==> src/rtl/capWalkPkg.sv <==
package capWalkPkg;

  typedef enum logic [1:0] {
    SEL_HDR = 2'd0,
    SEL_CAP = 2'd1,
    SEL_BLK = 2'd2
  } addrSel_e;

  typedef enum logic [2:0] {
    ST_IDLE = 3'd0,
    ST_HDR  = 3'd1,
    ST_CAP  = 3'd2,
    ST_CHK  = 3'd3,
    ST_BLK  = 3'd4,
    ST_FIN  = 3'd5
  } walkState_e;

  // strobes from control to datapath
  typedef struct packed {
    logic     latchReq;
    logic     loadHdr;
    logic     loadFirst;
    logic     loadNext;
    logic     incCount;
    logic     setFound;
    logic     setErr;
    addrSel_e addrSel;
  } walkCtl_t;

  // status from datapath to control
  typedef struct packed {
    logic ptrZero;
    logic ptrInHdr;
    logic atLimit;
    logic blockHit;
  } walkSts_t;

endpackage

==> src/rtl/capWalkDatapath.sv <==
module capWalkDatapath
  import capWalkPkg::*;
#(
  parameter int CFG_BYTES   = 256,
  parameter int HDR_DWORDS  = 16,
  parameter int HDR_TYPE_DW = 3,
  parameter int CAP_PTR_DW  = 13,
  localparam int PTR_W      = $clog2(CFG_BYTES),
  localparam int DW_W       = PTR_W - 2,
  localparam int MAX_BLOCKS = CFG_BYTES / 4 - HDR_DWORDS,
  localparam int CNT_W      = $clog2(MAX_BLOCKS + 1)
) (
  input  logic             clk,
  input  logic             rstN,
  input  walkCtl_t         ctl,
  output walkSts_t         sts,
  input  logic [7:0]       reqId,
  input  logic [7:0]       reqType,
  input  logic             useType,
  input  logic [31:0]      rdData,
  output logic [DW_W-1:0]  rdAddr,
  output logic             found,
  output logic [PTR_W-1:0] foundOffset,
  output logic [CNT_W-1:0] blockCount,
  output logic             errFlag,
  output logic [6:0]       hdrType
);

  localparam logic [PTR_W-1:0] HDR_LIMIT = PTR_W'(HDR_DWORDS * 4);
  localparam logic [CNT_W-1:0] CNT_MAX   = CNT_W'(MAX_BLOCKS);
  localparam logic [DW_W-1:0]  HDR_DW    = DW_W'(HDR_TYPE_DW);
  localparam logic [DW_W-1:0]  CAP_DW    = DW_W'(CAP_PTR_DW);

  logic [7:0]       reqIdQ;
  logic [7:0]       reqTypeQ;
  logic             useTypeQ;
  logic [PTR_W-1:0] curPtr;
  logic [PTR_W-1:0] firstPtr;
  logic [PTR_W-1:0] nextPtr;

  // pointers are forced to dword alignment
  assign firstPtr = {rdData[PTR_W-1:2], 2'b00};
  assign nextPtr  = {rdData[8+PTR_W-1:10], 2'b00};

  always_ff @(posedge clk or negedge rstN) begin
    if (!rstN) begin
      reqIdQ   <= '0;
      reqTypeQ <= '0;
      useTypeQ <= 1'b0;
    end else if (ctl.latchReq) begin
      reqIdQ   <= reqId;
      reqTypeQ <= reqType;
      useTypeQ <= useType;
    end
  end

  always_ff @(posedge clk or negedge rstN) begin
    if (!rstN) begin
      curPtr <= '0;
    end else if (ctl.latchReq) begin
      curPtr <= '0;
    end else if (ctl.loadFirst) begin
      curPtr <= firstPtr;
    end else if (ctl.loadNext) begin
      curPtr <= nextPtr;
    end
  end

  always_ff @(posedge clk or negedge rstN) begin
    if (!rstN) begin
      found       <= 1'b0;
      foundOffset <= '0;
      blockCount  <= '0;
      errFlag     <= 1'b0;
      hdrType     <= '0;
    end else if (ctl.latchReq) begin
      found       <= 1'b0;
      foundOffset <= '0;
      blockCount  <= '0;
      errFlag     <= 1'b0;
    end else begin
      if (ctl.loadHdr)  hdrType <= rdData[22:16];
      if (ctl.incCount) blockCount <= blockCount + 1'b1;
      if (ctl.setFound) begin
        found       <= 1'b1;
        foundOffset <= curPtr;
      end
      if (ctl.setErr)   errFlag <= 1'b1;
    end
  end

  always_comb begin
    sts.ptrZero  = (curPtr == '0);
    sts.ptrInHdr = (curPtr < HDR_LIMIT);
    sts.atLimit  = (blockCount == CNT_MAX);
    sts.blockHit = (rdData[7:0] == reqIdQ) &&
                   (!useTypeQ || (rdData[31:24] == reqTypeQ));
  end

  always_comb begin
    unique case (ctl.addrSel)
      SEL_HDR: rdAddr = HDR_DW;
      SEL_CAP: rdAddr = CAP_DW;
      SEL_BLK: rdAddr = curPtr[PTR_W-1:2];
      default: rdAddr = HDR_DW;
    endcase
  end

endmodule

==> src/rtl/capWalkCtrl.sv <==
module capWalkCtrl
  import capWalkPkg::*;
(
  input  logic     clk,
  input  logic     rstN,
  input  logic     start,
  input  logic     rdValid,
  input  walkSts_t sts,
  output walkCtl_t ctl,
  output logic     rdReq,
  output logic     busy,
  output logic     done
);

  walkState_e state;
  walkState_e nextState;

  always_ff @(posedge clk or negedge rstN) begin
    if (!rstN) state <= ST_IDLE;
    else       state <= nextState;
  end

  always_comb begin
    nextState   = state;
    ctl         = '0;
    ctl.addrSel = SEL_HDR;
    rdReq       = 1'b0;
    busy        = (state != ST_IDLE);
    done        = (state == ST_FIN);
    unique case (state)
      ST_IDLE: begin
        if (start) begin
          ctl.latchReq = 1'b1;
          nextState    = ST_HDR;
        end
      end
      ST_HDR: begin
        rdReq       = 1'b1;
        ctl.addrSel = SEL_HDR;
        if (rdValid) begin
          ctl.loadHdr = 1'b1;
          nextState   = ST_CAP;
        end
      end
      ST_CAP: begin
        rdReq       = 1'b1;
        ctl.addrSel = SEL_CAP;
        if (rdValid) begin
          ctl.loadFirst = 1'b1;
          nextState     = ST_CHK;
        end
      end
      ST_CHK: begin
        if (sts.ptrZero) begin
          nextState = ST_FIN;
        end else if (sts.ptrInHdr || sts.atLimit) begin
          ctl.setErr = 1'b1;
          nextState  = ST_FIN;
        end else begin
          nextState = ST_BLK;
        end
      end
      ST_BLK: begin
        rdReq       = 1'b1;
        ctl.addrSel = SEL_BLK;
        if (rdValid) begin
          ctl.incCount = 1'b1;
          if (sts.blockHit) begin
            ctl.setFound = 1'b1;
            nextState    = ST_FIN;
          end else begin
            ctl.loadNext = 1'b1;
            nextState    = ST_CHK;
          end
        end
      end
      ST_FIN: nextState = ST_IDLE;
      default: nextState = ST_IDLE;
    endcase
  end

endmodule

==> src/rtl/capListWalker.sv <==
module capListWalker
  import capWalkPkg::*;
#(
  parameter int CFG_BYTES   = 256,
  parameter int HDR_DWORDS  = 16,
  parameter int HDR_TYPE_DW = 3,
  parameter int CAP_PTR_DW  = 13,
  localparam int PTR_W      = $clog2(CFG_BYTES),
  localparam int DW_W       = PTR_W - 2,
  localparam int MAX_BLOCKS = CFG_BYTES / 4 - HDR_DWORDS,
  localparam int CNT_W      = $clog2(MAX_BLOCKS + 1)
) (
  input  logic             clk,
  input  logic             rstN,
  input  logic             start,
  input  logic [7:0]       reqId,
  input  logic [7:0]       reqType,
  input  logic             useType,
  output logic             rdReq,
  output logic [DW_W-1:0]  rdAddr,
  input  logic             rdValid,
  input  logic [31:0]      rdData,
  output logic             busy,
  output logic             done,
  output logic             found,
  output logic [PTR_W-1:0] foundOffset,
  output logic [CNT_W-1:0] blockCount,
  output logic             errFlag,
  output logic [6:0]       hdrType
);

  walkCtl_t ctl;
  walkSts_t sts;

  capWalkCtrl uCtrl (
    .clk     (clk),
    .rstN    (rstN),
    .start   (start),
    .rdValid (rdValid),
    .sts     (sts),
    .ctl     (ctl),
    .rdReq   (rdReq),
    .busy    (busy),
    .done    (done)
  );

  capWalkDatapath #(
    .CFG_BYTES   (CFG_BYTES),
    .HDR_DWORDS  (HDR_DWORDS),
    .HDR_TYPE_DW (HDR_TYPE_DW),
    .CAP_PTR_DW  (CAP_PTR_DW)
  ) uPath (
    .clk         (clk),
    .rstN        (rstN),
    .ctl         (ctl),
    .sts         (sts),
    .reqId       (reqId),
    .reqType     (reqType),
    .useType     (useType),
    .rdData      (rdData),
    .rdAddr      (rdAddr),
    .found       (found),
    .foundOffset (foundOffset),
    .blockCount  (blockCount),
    .errFlag     (errFlag),
    .hdrType     (hdrType)
  );

endmodule

==> config.mk <==
export PLATFORM = sky130hd
export DESIGN_NAME = capListWalker
export DESIGN_NICKNAME = d
export VERILOG_FILES = /design/src/rtl/capWalkPkg.sv /design/src/rtl/capWalkDatapath.sv /design/src/rtl/capWalkCtrl.sv /design/src/rtl/capListWalker.sv
export SDC_FILE = /design/constraint.sdc
export NUM_CORES = 1
export LEC_CHECK = 0
export BUFFER_PORTS_ARGS = -buffer_cell sky130_fd_sc_hd__buf_4
export CORE_AREA = 4 4 75 77
export CTS_CLUSTER_SIZE = 25
export DETAILED_ROUTE_END_ITERATION = 16
export DIE_AREA = 0 0 79 81
export PLACE_DENSITY_LB_ADDON = 0.1
export SLEW_MARGIN = 10
export SYNTH_ARGS = -nofsm -noshare
export SYNTH_HDL_FRONTEND = slang
export SYNTH_HIERARCHICAL = 1
export SYNTH_SLANG_ARGS = --single-unit
==> constraint.sdc <==
create_clock -name clk -period 2.45 [get_ports clk]
set_input_delay 0.735 -clock clk [delete_from_list [all_inputs] [get_ports clk]]
set_output_delay 0.735 -clock clk [all_outputs]
set_load 0.05 [all_outputs]
==> metrics <==
vias 1,873; Row Count 26; Cells after Synth about 220; Tcrit/Tclk final 1.03; nets 363; unrepaired setup endpoints after global routing yes; violation count after the first detailed-route iteration 50; clock-pin slew on the worst setup and hold paths 0.09 ns; GRT Overall Usage 0.170; CP endpoint kind primary output; synthesized area 2360 um2; Post-synth EDFFs 0; Ports 85; CTS tree yes; Max Freq ~0.40 GHz; yosys warns 6; clk_lat worst skew a little under 0.3 ns; Slew Viols, Final 0; Least-Margin Pin Slew 0.598 ns; WL per Instance 13.9 um; initial antenna violation count 0; CP Class reg -> out; die height 81 um; Final Wtd Congestion 0.757; Req. time, crit path about 1.7 ns; Int Power 2.08 mW; share of the yosys chip area belonging to registers 0.498; setup ws final -0.0746 ns; reg-to-reg startpoint uPath/reqTypeQ[3]; Pwr Total 3.55 mW; clk root buf clkbuf_8; R2R depth 10; initial core utilization 0.472; Critical Path Fanout Max 4; area grow syn2layout 37.8%; H-tree Lvls 2; critical path arrival 1.79 ns; power per cell area 1090 nW/um2; Combinational Power Share 0.527; most frequent cells in the layout buf_4, dfrtp_1, nor2_1, mux2_2, mux2i_1; largest cells by area after synthesis dfrtp_1, mux2_2, mux2i_1, nor2_1, xor2_1; DP Worst Slack -0.0651 ns; worst vdd ir 0.000685 V; maximum capacitance violations 0; post-synth top area share 0.498; commonest non-fill, non-tap cell in the layout buf_4; routed vias/inst roughly 5.0; Port Buffers 79; clock buffer depth 2; Clk pwr share 0.126; Layout fillers roughly 470; final setup violation count 1; first-pass GRT wire length 8.47 mm; Post-DP HPWL 3.87 mm; CTS Buf Count 5; Synth Area per Inst 10.9 um2; DRT Pass-1 Iters 4; biggest area consumer among synthesized cells dfrtp_1; Switching Share 0.416; CTS sink count 47; Hold Violations, Final 0; worst reg-to-reg setup slack 0.42 ns; Hold WC Path Type in -> async; Max Clock Skew 0.00741 ns; share of cells above drive strength 1 0.433; status complete, but fails checks; number of routed nets with antenna violations 0; largest net degree at the start of global routing 48; Net Switching 1.48 mW; CP Launch Type flip-flop; vias in the first global route 1,864; Slew headroom 0.601; asr flop ratio synth 1.00; ys flop type dfrtp_1; Remaining Overflow, GRT 0; Cell variety after synth 34; Seq pwr share 0.347; drt drc 0; Leak 1.56 nW; Yosys reg bits 47; Die Area 6400 um2; Die Wd 79 um; final WL approximately 5.2 mm; reg-to-reg endpoint uPath/curPtr[4]; failing checks setup timing; core area 5010 um2; antenna cell count 0; fin crit period 2.52 ns
sequential cells by signal, summed over array words and instances (netlist names):
name               cells
uPath/foundOffset      6
uPath/reqTypeQ         8
uPath/reqIdQ           8
uPath/found            1
uCtrl/state            3
uPath/useTypeQ         1
uPath/curPtr           6
uPath/errFlag          1
uPath/hdrType          7
uPath/blockCount       6
critical path, stage by stage (launching register included):
cell	delay (ns)
dfrtp_1	0.39
buf_6	0.12
nor3b_4	0.29
inv_2	0.08
ha_4	0.17
a211o_1	0.28
buf_6	0.16
cell usage after synthesis (2+ instances only):
cell,number
a21oi_1,9
and2_1,5
and2b_1,2
and3_1,2
buf_2,7
buf_4,2
clkbuf_1,2
dfrtp_1,47
ha_1,4
inv_1,5
mux2_2,24
mux2i_1,14
nand2_1,6
nand2b_1,3
nand4_1,3
nor2_1,35
nor2b_1,3
nor3_1,3
nor4_1,2
o21ai_0,4
or3_1,3
xnor2_1,9
xor2_1,11
logic make-up after synthesis:
logic type,count (synthesis),synth area share
and+or+nand+nor,73,0.158
DFF,47,0.498
muxes,38,0.174
xor gates and xnor gates,20,0.0741
AOI/OAI and AO/OA,17,0.0413
buffers and inverters,16,0.0323
adders and majority gates,4,0.0212
other,1,0.00159
final cells by class:
class                      count  area (um2)  area share
timing repair buffer          93         742       0.228
sequential                    47        1180       0.361
clock buffer                   5        68.8      0.0211
tap                           70        87.6      0.0269
inverter                       5        18.8     0.00576
multi-input combinational    154        1150       0.353
clock inverter                 3        15.0     0.00461
metrics by stage:
stage | util | cells | hold WS [ns] | instance area (um2) | TNS, ns
finish | 0.650 | 377 | 0.435 | 3260 | -0.0746
detailed placement | 0.614 | 363 | 0.484 | 3080 | -0.219
global placement | 0.614 | 363 | 0.476 | 3080 | 0
CTS | 0.649 | 377 | 0.462 | 3250 | -0.0867
global route | 0.650 | 377 | 0.481 | 3260 | -0.329
floorplan | - | 217 | 0.439 | 2370 | -0.378
power by group through the flow:
stage | registers [mW] | logic [mW] | clock network (mW)
CTS | 1.23 | 1.87 | 0.469
floorplan | 1.48 | 1.01 | 0
global route | 1.27 | 2.00 | 0.503
global placement | 1.24 | 1.73 | 0
finish | 1.23 | 1.87 | 0.449
detailed placement | 1.25 | 1.75 | 0
layer usage:
layer  up-vias  share of wire  GRT usage
met1       911           0.40      0.205
met2        53           0.52      0.295
met3         5          0.075     0.0565
met4         0         0.0084     0.0412
met5         -              0          0
li1        904              -          -
worst max path at each step:
stage	cells after the start	to	startpoint	slack, ns
floorplan	5	rdAddr[2]	uCtrl/state[1]	-0.13
global placement	11	uPath/curPtr[4]	rdData[26]	0.02
detailed placement	11	uPath/curPtr[4]	rdData[27]	-0.07
CTS	6	rdAddr[0]	uCtrl/state[1]	-0.09
global route	6	rdAddr[0]	uCtrl/state[1]	-0.14
finish	6	rdAddr[0]	uCtrl/state[1]	-0.07
repair_timing:
| action | in CTS | in global routing |
|---|---|---|
| pin swaps | 2 | 2 |
| buffers inserted | 6 | 0 |
| hold buffers | 0 | 0 |
| endpoints found under the hold margin | 0 | 0 |
| setup endpoints to repair | 6 | 6 |
| gates resized for setup | 9 | 2 |
(Power assumes the default switching activity.)
